--- config.mk ---
export PLATFORM = sky130hd
export DESIGN_NAME = pacc_event_counter
export DESIGN_NICKNAME = d
export VERILOG_FILES = /design/src/rtl/pacc_pkg.sv /design/src/rtl/pacc_port_latch.sv /design/src/rtl/pacc_mode_fsm.sv /design/src/rtl/pacc_counter.sv /design/src/rtl/pacc_event_counter.sv
export SDC_FILE = /design/constraint.sdc
export NUM_CORES = 1
export LEC_CHECK = 0
export ABC_AREA = 1
export BUFFER_PORTS_ARGS = -buffer_cell sky130_fd_sc_hd__buf_2
export CORE_MARGIN = 1.5
export CORE_UTILIZATION = 40
export CTS_BUF_LIST = sky130_fd_sc_hd__clkbuf_16
export DETAILED_ROUTE_END_ITERATION = 8
export GPL_TIMING_DRIVEN = 1
export MAX_ROUTING_LAYER = met4
export PLACE_DENSITY_LB_ADDON = 0.08
export SLEW_MARGIN = 0
export SYNTH_ARGS = -nofsm -noshare
export SYNTH_HDL_FRONTEND = slang
export SYNTH_HIERARCHICAL = 1
export SYNTH_SLANG_ARGS = --single-unit
--- constraint.sdc ---
create_clock -name clk -period 1.3 [get_ports clk]
set_clock_uncertainty 0.2 [all_clocks]
set_input_delay 0.065 -clock clk [delete_from_list [all_inputs] [get_ports clk]]
set_output_delay 0.065 -clock clk [all_outputs]
set_load 0.02 [all_outputs]
--- src/rtl/pacc_pkg.sv ---
package pacc_pkg;
    typedef enum logic [1:0] {
        PA_IDLE  = 2'd0,
        PA_GATED = 2'd1,
        PA_RISE  = 2'd2,
        PA_FALL  = 2'd3
    } pa_state_e;
endpackage

--- src/rtl/pacc_port_latch.sv ---
module pacc_port_latch #(
    parameter int PORT_W = 8,
    parameter int LOW_IN = 2
) (
    input  logic              clk,
    input  logic              rst_n,
    input  logic [PORT_W-1:0] port_in,
    input  logic              top_is_output,
    output logic [PORT_W-1:0] port_q,
    output logic              top_rose,
    output logic              top_fell
);
    localparam logic [PORT_W-1:0] LOW_MASK = {{(PORT_W-LOW_IN){1'b0}}, {LOW_IN{1'b1}}};
    localparam logic [PORT_W-1:0] TOP_MASK = {1'b1, {(PORT_W-1){1'b0}}};

    logic [PORT_W-1:0] in_mask;
    logic [PORT_W-1:0] port_nxt;

    always_comb begin
        in_mask  = top_is_output ? LOW_MASK : (LOW_MASK | TOP_MASK);
        port_nxt = (port_in & in_mask) | (port_q & ~in_mask);
        top_rose = port_nxt[PORT_W-1] & ~port_q[PORT_W-1];
        top_fell = ~port_nxt[PORT_W-1] & port_q[PORT_W-1];
    end

    always_ff @(posedge clk or negedge rst_n) begin
        if (!rst_n) port_q <= '0;
        else        port_q <= port_nxt;
    end

    // an output-direction top pin keeps its latched level
    a_r5_top_held_as_output: assert property (@(posedge clk) disable iff (!rst_n)
        top_is_output |=> (port_q[PORT_W-1] == $past(port_q[PORT_W-1])));
endmodule

--- src/rtl/pacc_mode_fsm.sv ---
module pacc_mode_fsm
    import pacc_pkg::*;
(
    input  logic clk,
    input  logic rst_n,
    input  logic acc_enable,
    input  logic acc_gated,
    input  logic edge_rising,
    output logic cnt_on,
    output logic want_high
);
    pa_state_e state_q, state_d;

    always_comb begin
        if (!acc_enable)     state_d = PA_IDLE;
        else if (acc_gated)  state_d = PA_GATED;
        else if (edge_rising) state_d = PA_RISE;
        else                 state_d = PA_FALL;
    end

    always_ff @(posedge clk or negedge rst_n) begin
        if (!rst_n) state_q <= PA_IDLE;
        else        state_q <= state_d;
    end

    always_comb begin
        cnt_on    = 1'b0;
        want_high = 1'b0;
        unique case (state_q)
            PA_IDLE:  ;
            PA_GATED: ;
            PA_RISE:  begin cnt_on = 1'b1; want_high = 1'b1; end
            PA_FALL:  cnt_on = 1'b1;
            default:  ;
        endcase
    end

    // disabling forces the idle state on the next clock
    a_r2_idle_when_off: assert property (@(posedge clk) disable iff (!rst_n)
        !acc_enable |=> (state_q == PA_IDLE) && !cnt_on);
    // gated-time mode never counts
    a_r10_gated_no_count: assert property (@(posedge clk) disable iff (!rst_n)
        (acc_enable && acc_gated) |=> !cnt_on);
endmodule

--- src/rtl/pacc_counter.sv ---
module pacc_counter #(
    parameter int CNT_W = 8
) (
    input  logic             clk,
    input  logic             rst_n,
    input  logic             cnt_on,
    input  logic             want_high,
    input  logic             top_rose,
    input  logic             top_fell,
    input  logic             cnt_load,
    input  logic [CNT_W-1:0] cnt_load_val,
    input  logic             ovf_clear,
    input  logic             ovf_irq_en,
    output logic [CNT_W-1:0] cnt_q,
    output logic             ovf_flag,
    output logic             ovf_irq
);
    logic inc;
    logic wrap;

    always_comb begin
        inc  = cnt_on & (want_high ? top_rose : top_fell);
        wrap = inc & ~cnt_load & (cnt_q == '1);
    end

    always_ff @(posedge clk or negedge rst_n) begin
        if (!rst_n)        cnt_q <= '0;
        else if (cnt_load) cnt_q <= cnt_load_val;
        else if (inc)      cnt_q <= cnt_q + 1'b1;
    end

    always_ff @(posedge clk or negedge rst_n) begin
        if (!rst_n)         ovf_flag <= 1'b0;
        else if (wrap)      ovf_flag <= 1'b1;
        else if (ovf_clear) ovf_flag <= 1'b0;
    end

    assign ovf_irq = ovf_flag & ovf_irq_en;

    // the flag rises only from an unloaded increment at all ones
    a_r6_flag_on_wrap: assert property (@(posedge clk) disable iff (!rst_n)
        $rose(ovf_flag) |-> ($past(cnt_q) == '1) && $past(inc) && !$past(cnt_load));
    // a load always lands, whatever the pin did
    a_r7_load_wins: assert property (@(posedge clk) disable iff (!rst_n)
        cnt_load |=> (cnt_q == $past(cnt_load_val)));
    // a clear with no increment leaves the flag low
    a_r8_clear: assert property (@(posedge clk) disable iff (!rst_n)
        (ovf_clear && !inc) |=> !ovf_flag);
endmodule

--- src/rtl/pacc_event_counter.sv ---
module pacc_event_counter #(
    parameter int PORT_W = 8,
    parameter int CNT_W  = 8
) (
    input  logic              clk,
    input  logic              rst_n,
    input  logic [PORT_W-1:0] port_in,
    input  logic              top_is_output,
    input  logic              acc_enable,
    input  logic              acc_gated,
    input  logic              edge_rising,
    input  logic              ovf_irq_en,
    input  logic              cnt_load,
    input  logic [CNT_W-1:0]  cnt_load_val,
    input  logic              ovf_clear,
    output logic [PORT_W-1:0] port_level,
    output logic [CNT_W-1:0]  acc_count,
    output logic              ovf_flag,
    output logic              ovf_irq
);
    logic top_rose, top_fell, cnt_on, want_high;

    pacc_port_latch #(.PORT_W(PORT_W), .LOW_IN(2)) u_latch (
        .clk(clk), .rst_n(rst_n), .port_in(port_in), .top_is_output(top_is_output),
        .port_q(port_level), .top_rose(top_rose), .top_fell(top_fell)
    );

    pacc_mode_fsm u_fsm (
        .clk(clk), .rst_n(rst_n), .acc_enable(acc_enable), .acc_gated(acc_gated),
        .edge_rising(edge_rising), .cnt_on(cnt_on), .want_high(want_high)
    );

    pacc_counter #(.CNT_W(CNT_W)) u_cnt (
        .clk(clk), .rst_n(rst_n), .cnt_on(cnt_on), .want_high(want_high),
        .top_rose(top_rose), .top_fell(top_fell), .cnt_load(cnt_load),
        .cnt_load_val(cnt_load_val), .ovf_clear(ovf_clear), .ovf_irq_en(ovf_irq_en),
        .cnt_q(acc_count), .ovf_flag(ovf_flag), .ovf_irq(ovf_irq)
    );

    // an unloaded count change needs a top-bit transition
    a_r4_count_needs_edge: assert property (@(posedge clk) disable iff (!rst_n)
        ((acc_count != $past(acc_count)) && !$past(cnt_load)) |-> $past(top_rose || top_fell));
endmodule

After elaboration in Yosys (flattened, before gate mapping)
Index checks and enable logic that the tools add are counted.
W data, S select, Z words.
{"block": "word_totals", "wordCells": 35, "out_inout_bits": 18, "latch_bits": 0, "memories": 0, "rom_bits": 0, "mem_bits_rw": 0, "ff_bits": 19}
{"block": "op_classes", "n_lt_le_gt_ge": 0, "multipliers": 0, "bitwise_logic": 13, "add_sub_neg": 1, "muxes": 11, "div": 0, "reduce_logical": 3, "eq_ne": 3, "n_shift": 0}
{"op": "$mux W8", "n": 3}
{"op": "$and A8 B8 Y8", "n": 2}
{"op": "$add A8 B1 Y8 const B", "n": 1}
{"op": "$eq A8 B8 Y1 const B", "n": 1}
{"op": "$not A8 Y8", "n": 1}
{"op": "$or A8 B8 Y8", "n": 1}
{"op": "$and A1 B1 Y1", "n": 6}
{"op": "$mux W1", "n": 6}
{"op": "$eq A2 B2 Y1 const B", "n": 2}
{"op": "$mux W2", "n": 2}
{"op": "$reduce_bool A2 Y1", "n": 2}
{"op": "$not A1 Y1", "n": 3}
{"op": "$reduce_or A2 Y1", "n": 1}

Depth between registers and ports, before layout
{"block": "logic_depth", "ltp_word": 11, "mapped_depth": 9}

Hierarchy
The synthesis kept the hierarchy.
{"module": "pacc_counter", "area_each_um2": 631.9, "n_inst": 1, "cells_each": 94, "seq_area_each_um2": 225.2}
{"module": "pacc_port_latch", "area_each_um2": 152.6, "n_inst": 1, "cells_each": 15, "seq_area_each_um2": 75.1}
{"module": "pacc_mode_fsm", "area_each_um2": 81.3, "n_inst": 1, "cells_each": 9, "seq_area_each_um2": 50.0}

Least setup slack after synthesis
OpenSTA, ideal clock, no wires.
{"block": "synth_timing", "kind": "reg2reg", "from": "reg u_cnt.cnt_q[0]", "to": "reg u_cnt.cnt_q[2]", "path_stages_with_launch": 7, "slack_ns": -0.213, "period_less_slack_ns": 1.513, "t_required_ns": 0.983, "t_arrival_ns": 1.196, "cell_sequence": "dfrtp_1 ha_1 or2_2 nand3_1 nand2_1 nand2_1 nand2_1"}
{"block": "synth_via", "elab_chain_cells": 3}
{"item": "start: declaration", "line_no": "pacc_counter.sv:14", "rtl": "output logic [CNT_W-1:0] cnt_q,"}
{"item": "start signal: assignment", "line_no": "pacc_counter.sv:28", "rtl": "else if (cnt_load) cnt_q <= cnt_load_val;"}
{"item": "start signal: assignment", "line_no": "pacc_counter.sv:29", "rtl": "else if (inc) cnt_q <= cnt_q + 1'b1;"}
{"item": "$add A8 B1 Y8", "line_no": "pacc_counter.sv:29"}
{"item": "$mux W8", "line_no": "pacc_counter.sv:29"}
{"item": "$mux W8", "line_no": "pacc_counter.sv:28"}
No other way between the ends. The select of a mux whose other input is x is not followed.
A chain may end at the register's enable or synchronous reset.

Worst setup path after layout
{"block": "layout_timing", "from": "reg u_latch.port_q[7]", "to": "reg u_cnt.cnt_q[4]"}
{"item": "start: declaration", "line_no": "pacc_port_latch.sv:9", "rtl": "output logic [PORT_W-1:0] port_q,"}
{"item": "start signal: assignment", "line_no": "pacc_port_latch.sv:28", "rtl": "else port_q <= port_nxt;"}
{"item": "$and A8 B8 Y8", "line_no": "pacc_port_latch.sv:21", "rtl": "port_nxt = (port_in & in_mask) | (port_q & ~in_mask);"}
{"item": "$or A8 B8 Y8", "line_no": "pacc_port_latch.sv:21"}
{"item": "$and A1 B1 Y1 (*)", "line_no": "pacc_port_latch.sv:22", "rtl": "top_rose = port_nxt[PORT_W-1] & ~port_q[PORT_W-1];"}
{"item": "named net top_rose", "line_no": "pacc_event_counter.sv:21", "rtl": "logic top_rose, top_fell, cnt_on, want_high;"}
{"item": "$mux W1 (*)", "line_no": "pacc_counter.sv:22", "rtl": "inc = cnt_on & (want_high ? top_rose : top_fell);"}
{"item": "$and A1 B1 Y1 (*)", "line_no": "pacc_counter.sv:22"}
{"item": "$reduce_bool A2 Y1 (no line) (*)"}
The timed path passes the listed nets; every way through them passes the cells marked *.

==> flow_summary_export.csv <==
group,metric,value,unit
run_status,status,"finished, violations left",
run_status,violations,"negative setup slack",
min_path,holdCritPathClass,"in -> async",
clocking,cts_sinks,14,
worst_setup_path,crit_type,"reg -> reg",
cells_and_area,finalNonFillerCells,202,
global_route,grt_pass1_vias,827,
drt,firstDrtPassIters,4,
drt,vias_per_cell,4.54,
cells_and_area,seq_area,354,um^2
cells_and_area,final_layout_size_suffix_gt1_frac,0.377,
cells_and_area,synthToLayoutAreaGrowth,61.8,%
timing,rsz0062_at_grt,"true",
pwr,p_per_area,1070,mW/mm^2
synth,synth.largest_area_cell,"dfrtp_1",
drt,initialDrtViolationCount,14,
placed_design,place_congestion,0.780,
floorplanning,die_area,0.00245,mm^2
floorplanning,num_rows,16,
drt,wire_per_inst,11.1,um
drt,routed_wl,2240,um
synth,ys_ff_latch,14,
cells_and_area,final_area,0.00140,mm^2
worst_setup_path,cp.required,1.28,ns
clocking,cts_htree_levels,1,
placed_design,hpwlAfterDp,1320,um
placed_design,port_buffers,32,
synth,netlist_area,866,um^2
synth,ys_top_cells_by_area,"dfrtp_1 (40%), nand2_1 (16%), nand3_1 (9.8%)",
worst_setup_path,crit_path_max_fanout,6,
synth,avgSynthCellArea,7.34,um^2
clocking,cts_tree,"built",
worst_setup_path,cp-start-kind,"flop",
global_route,antenna_found_initial,0,
timing,post-route-period-util,1.08,
floorplanning,dieWidth,49.5,um
floorplanning,io_pins,43,
placed_design,dpl_cell_area,0.00108,mm^2
pwr,finalPower,1500,uW
floorplanning,core,0.00200,mm^2
synth,ys_types,24,
pwr,ir_drop,735,uV
clocking,worstSkewPairLatency,0.24,ns
clocking,root_buffer,"clkbuf_16",
floorplanning,die_h,49.5,um
global_route,grt_overflow,0,
timing,hold_violations,0,
placed_design,place_inst,177,
synth,seq_area_frac_synth,0.405,
timing,period_minus_slack,1.40,ns
synth,yosys.area.top_type_share,0.405,
clocking,clk_pin_slew,0.05,ns
cells_and_area,final_nets,202,
worst_setup_path,critPathCaptureType,"flop",
run,cap_violations,0,
timing,setup_ws,-0.104,ns
synth,synth_edf_count,0,
global_route,grt_max_degree,15,
global_route,grt_pass1_wl,3680,um
synth,syn_inst,118,
synth,async_flop_share,1.00,
synth,yosys_warnings,6,
cells_and_area,multi_input_area,480,um^2
clocking,clockBufferDepth,2,
clocking,numCtsBuffers,3,
cells_and_area,fillers,171,
worst_setup_path,cp.arrival,1.39,ns
drt,remaining_drc_errors,0,
synth,synthFlopType,"dfrtp_1",
timing,max_freq,712,MHz
timing,finalMaxSlewViolations,0,
placed_design,post-place-ws,-0.164,ns
global_route,track_usage,0.205,
cells_and_area,num_antenna_cells,0,
floorplanning,start_util,0.432,
drt,vias,917,
drt,ant_nets,0,
cells_and_area,fin_util,0.700,
pwr,p_leak,0.000739,uW
timing,setup_viol,9,
[repair_timing]
item,CTS,global route
setup endpoints to repair,9,9
buffers inserted,3,0
pin swaps,6,3
endpoints found under the hold margin,28,1
hold buffers,15,2
cloned,1,0
gates resized for setup,8,2
[flip-flops by register name, indices dropped and copies added, names as in the netlist]
signal	flops
u_cnt/cnt_q	8
u_latch/port_q	3
u_fsm/state_q	2
u_cnt/ovf_flag	1
[metrics by stage]
stage	setup TNS (ns)	hold slack, ns
2_1_floorplan	-0.610	-0.431
3_3_place_gp	-0.886	-0.217
3_5_place_dp	-1.08	-0.210
4_1_cts	-0.768	-0.133
5_1_grt	-1.58	0.0787
6_report	-0.799	0.0507
[final cells by class]
cell class / instances / share of cell area
Timing Repair Buffer: 56 / 0.273
Inverter: 19 / 0.0509
Tap cell: 27 / 0.0241
Multi-Input combinational cell: 82 / 0.343
Sequential cell: 14 / 0.253
Clock buffer: 3 / 0.0536
Clock inverter: 1 / 0.00268
[report_power, final]
part,switching [uW],total (uW),internal [uW]
Sequential,48.2,528,480
Combinational,208,381,172
Clock,185,592,408
[cells in the final DEF, fill, tap and decap left out]
| master | netlist | routed |
|---|---|---|
| nand2_1 | 38 | 35 |
| ha_4 | 0 | 1 |
| conb_1 | 1 | 5 |
| buf_4 | 5 | 7 |
| xnor2_1 | 1 | 1 |
| clkinv_1 | 0 | 1 |
| dfrtp_1 | 14 | 11 |
| buf_2 | 2 | 32 |
| o21ai_1 | 1 | 1 |
| or2_4 | 0 | 1 |
| o21ai_0 | 2 | 2 |
| clkbuf_16 | 0 | 3 |
| dfrtp_2 | 0 | 3 |
| nor2_1 | 4 | 3 |
| a21oi_2 | 1 | 1 |
| inv_2 | 0 | 1 |
| nor2_4 | 1 | 1 |
| nand3b_1 | 1 | 1 |
| nand2_4 | 0 | 1 |
| nand3_4 | 1 | 2 |
| inv_1 | 19 | 18 |
| nor3_2 | 2 | 2 |
| nand3_2 | 1 | 6 |
| xor2_1 | 1 | 1 |
| nand3_1 | 17 | 12 |
| o21bai_1 | 1 | 1 |
| nand2_2 | 1 | 3 |
| nor2_2 | 1 | 2 |
| dlygate4sd3_1 | 0 | 17 |
[cells in the mapped netlist (2+ instances only)]
cell type and number:
nand3_1 17, buf_4 5, dfrtp_1 14, buf_2 2
nor2_1 4, nor3_2 2, nand2_1 38, o21ai_0 2
inv_1 19
[cell families after synthesis]
group,after synthesis,share of synthesized area
AOI/OAI and AO/OA,5,0.0361
xor gates and xnor gates,2,0.0202
adders and majority gates,1,0.0144
buffers and inverters,27,0.142
DFF,14,0.405
other,1,0.00433
and+or+nand+nor,68,0.379
[final timing paths]
path                                         from          endpoint  slack, ns  depth (start not counted)
worst max-delay path            u_latch/port_q[7]    u_cnt/cnt_q[4]      -0.10                          7
worst min-delay path                        rst_n  u_fsm/state_q[0]       0.05                          2
worst max register to register  u_latch/port_q[7]    u_cnt/cnt_q[4]      -0.10                          7
worst min register to register     u_cnt/ovf_flag    u_cnt/ovf_flag       0.31                          2
max in group asynchronous                   rst_n    u_cnt/cnt_q[1]       0.58                          2
min in group clk                         cnt_load    u_cnt/cnt_q[3]       0.05                          4
[critical path: stages, from the launching register on]
cell and delay, ns:
dfrtp_2 0.43, nor3_2 0.10, inv_1 0.06, nand2_2 0.09, nand3_4 0.11, nor2_4 0.19
nand2_1 0.10, nand3_2 0.07
[routing by layer]
metal	GRT usage	vias to the layer above	wire (um)
met4	0.116	0	29
met3	0.0182	4	68
met1	0.250	418	1020
met2	0.333	27	1110
li1	-	468	-
met5	-	-	0
Power figures use the tool's default switching activity.
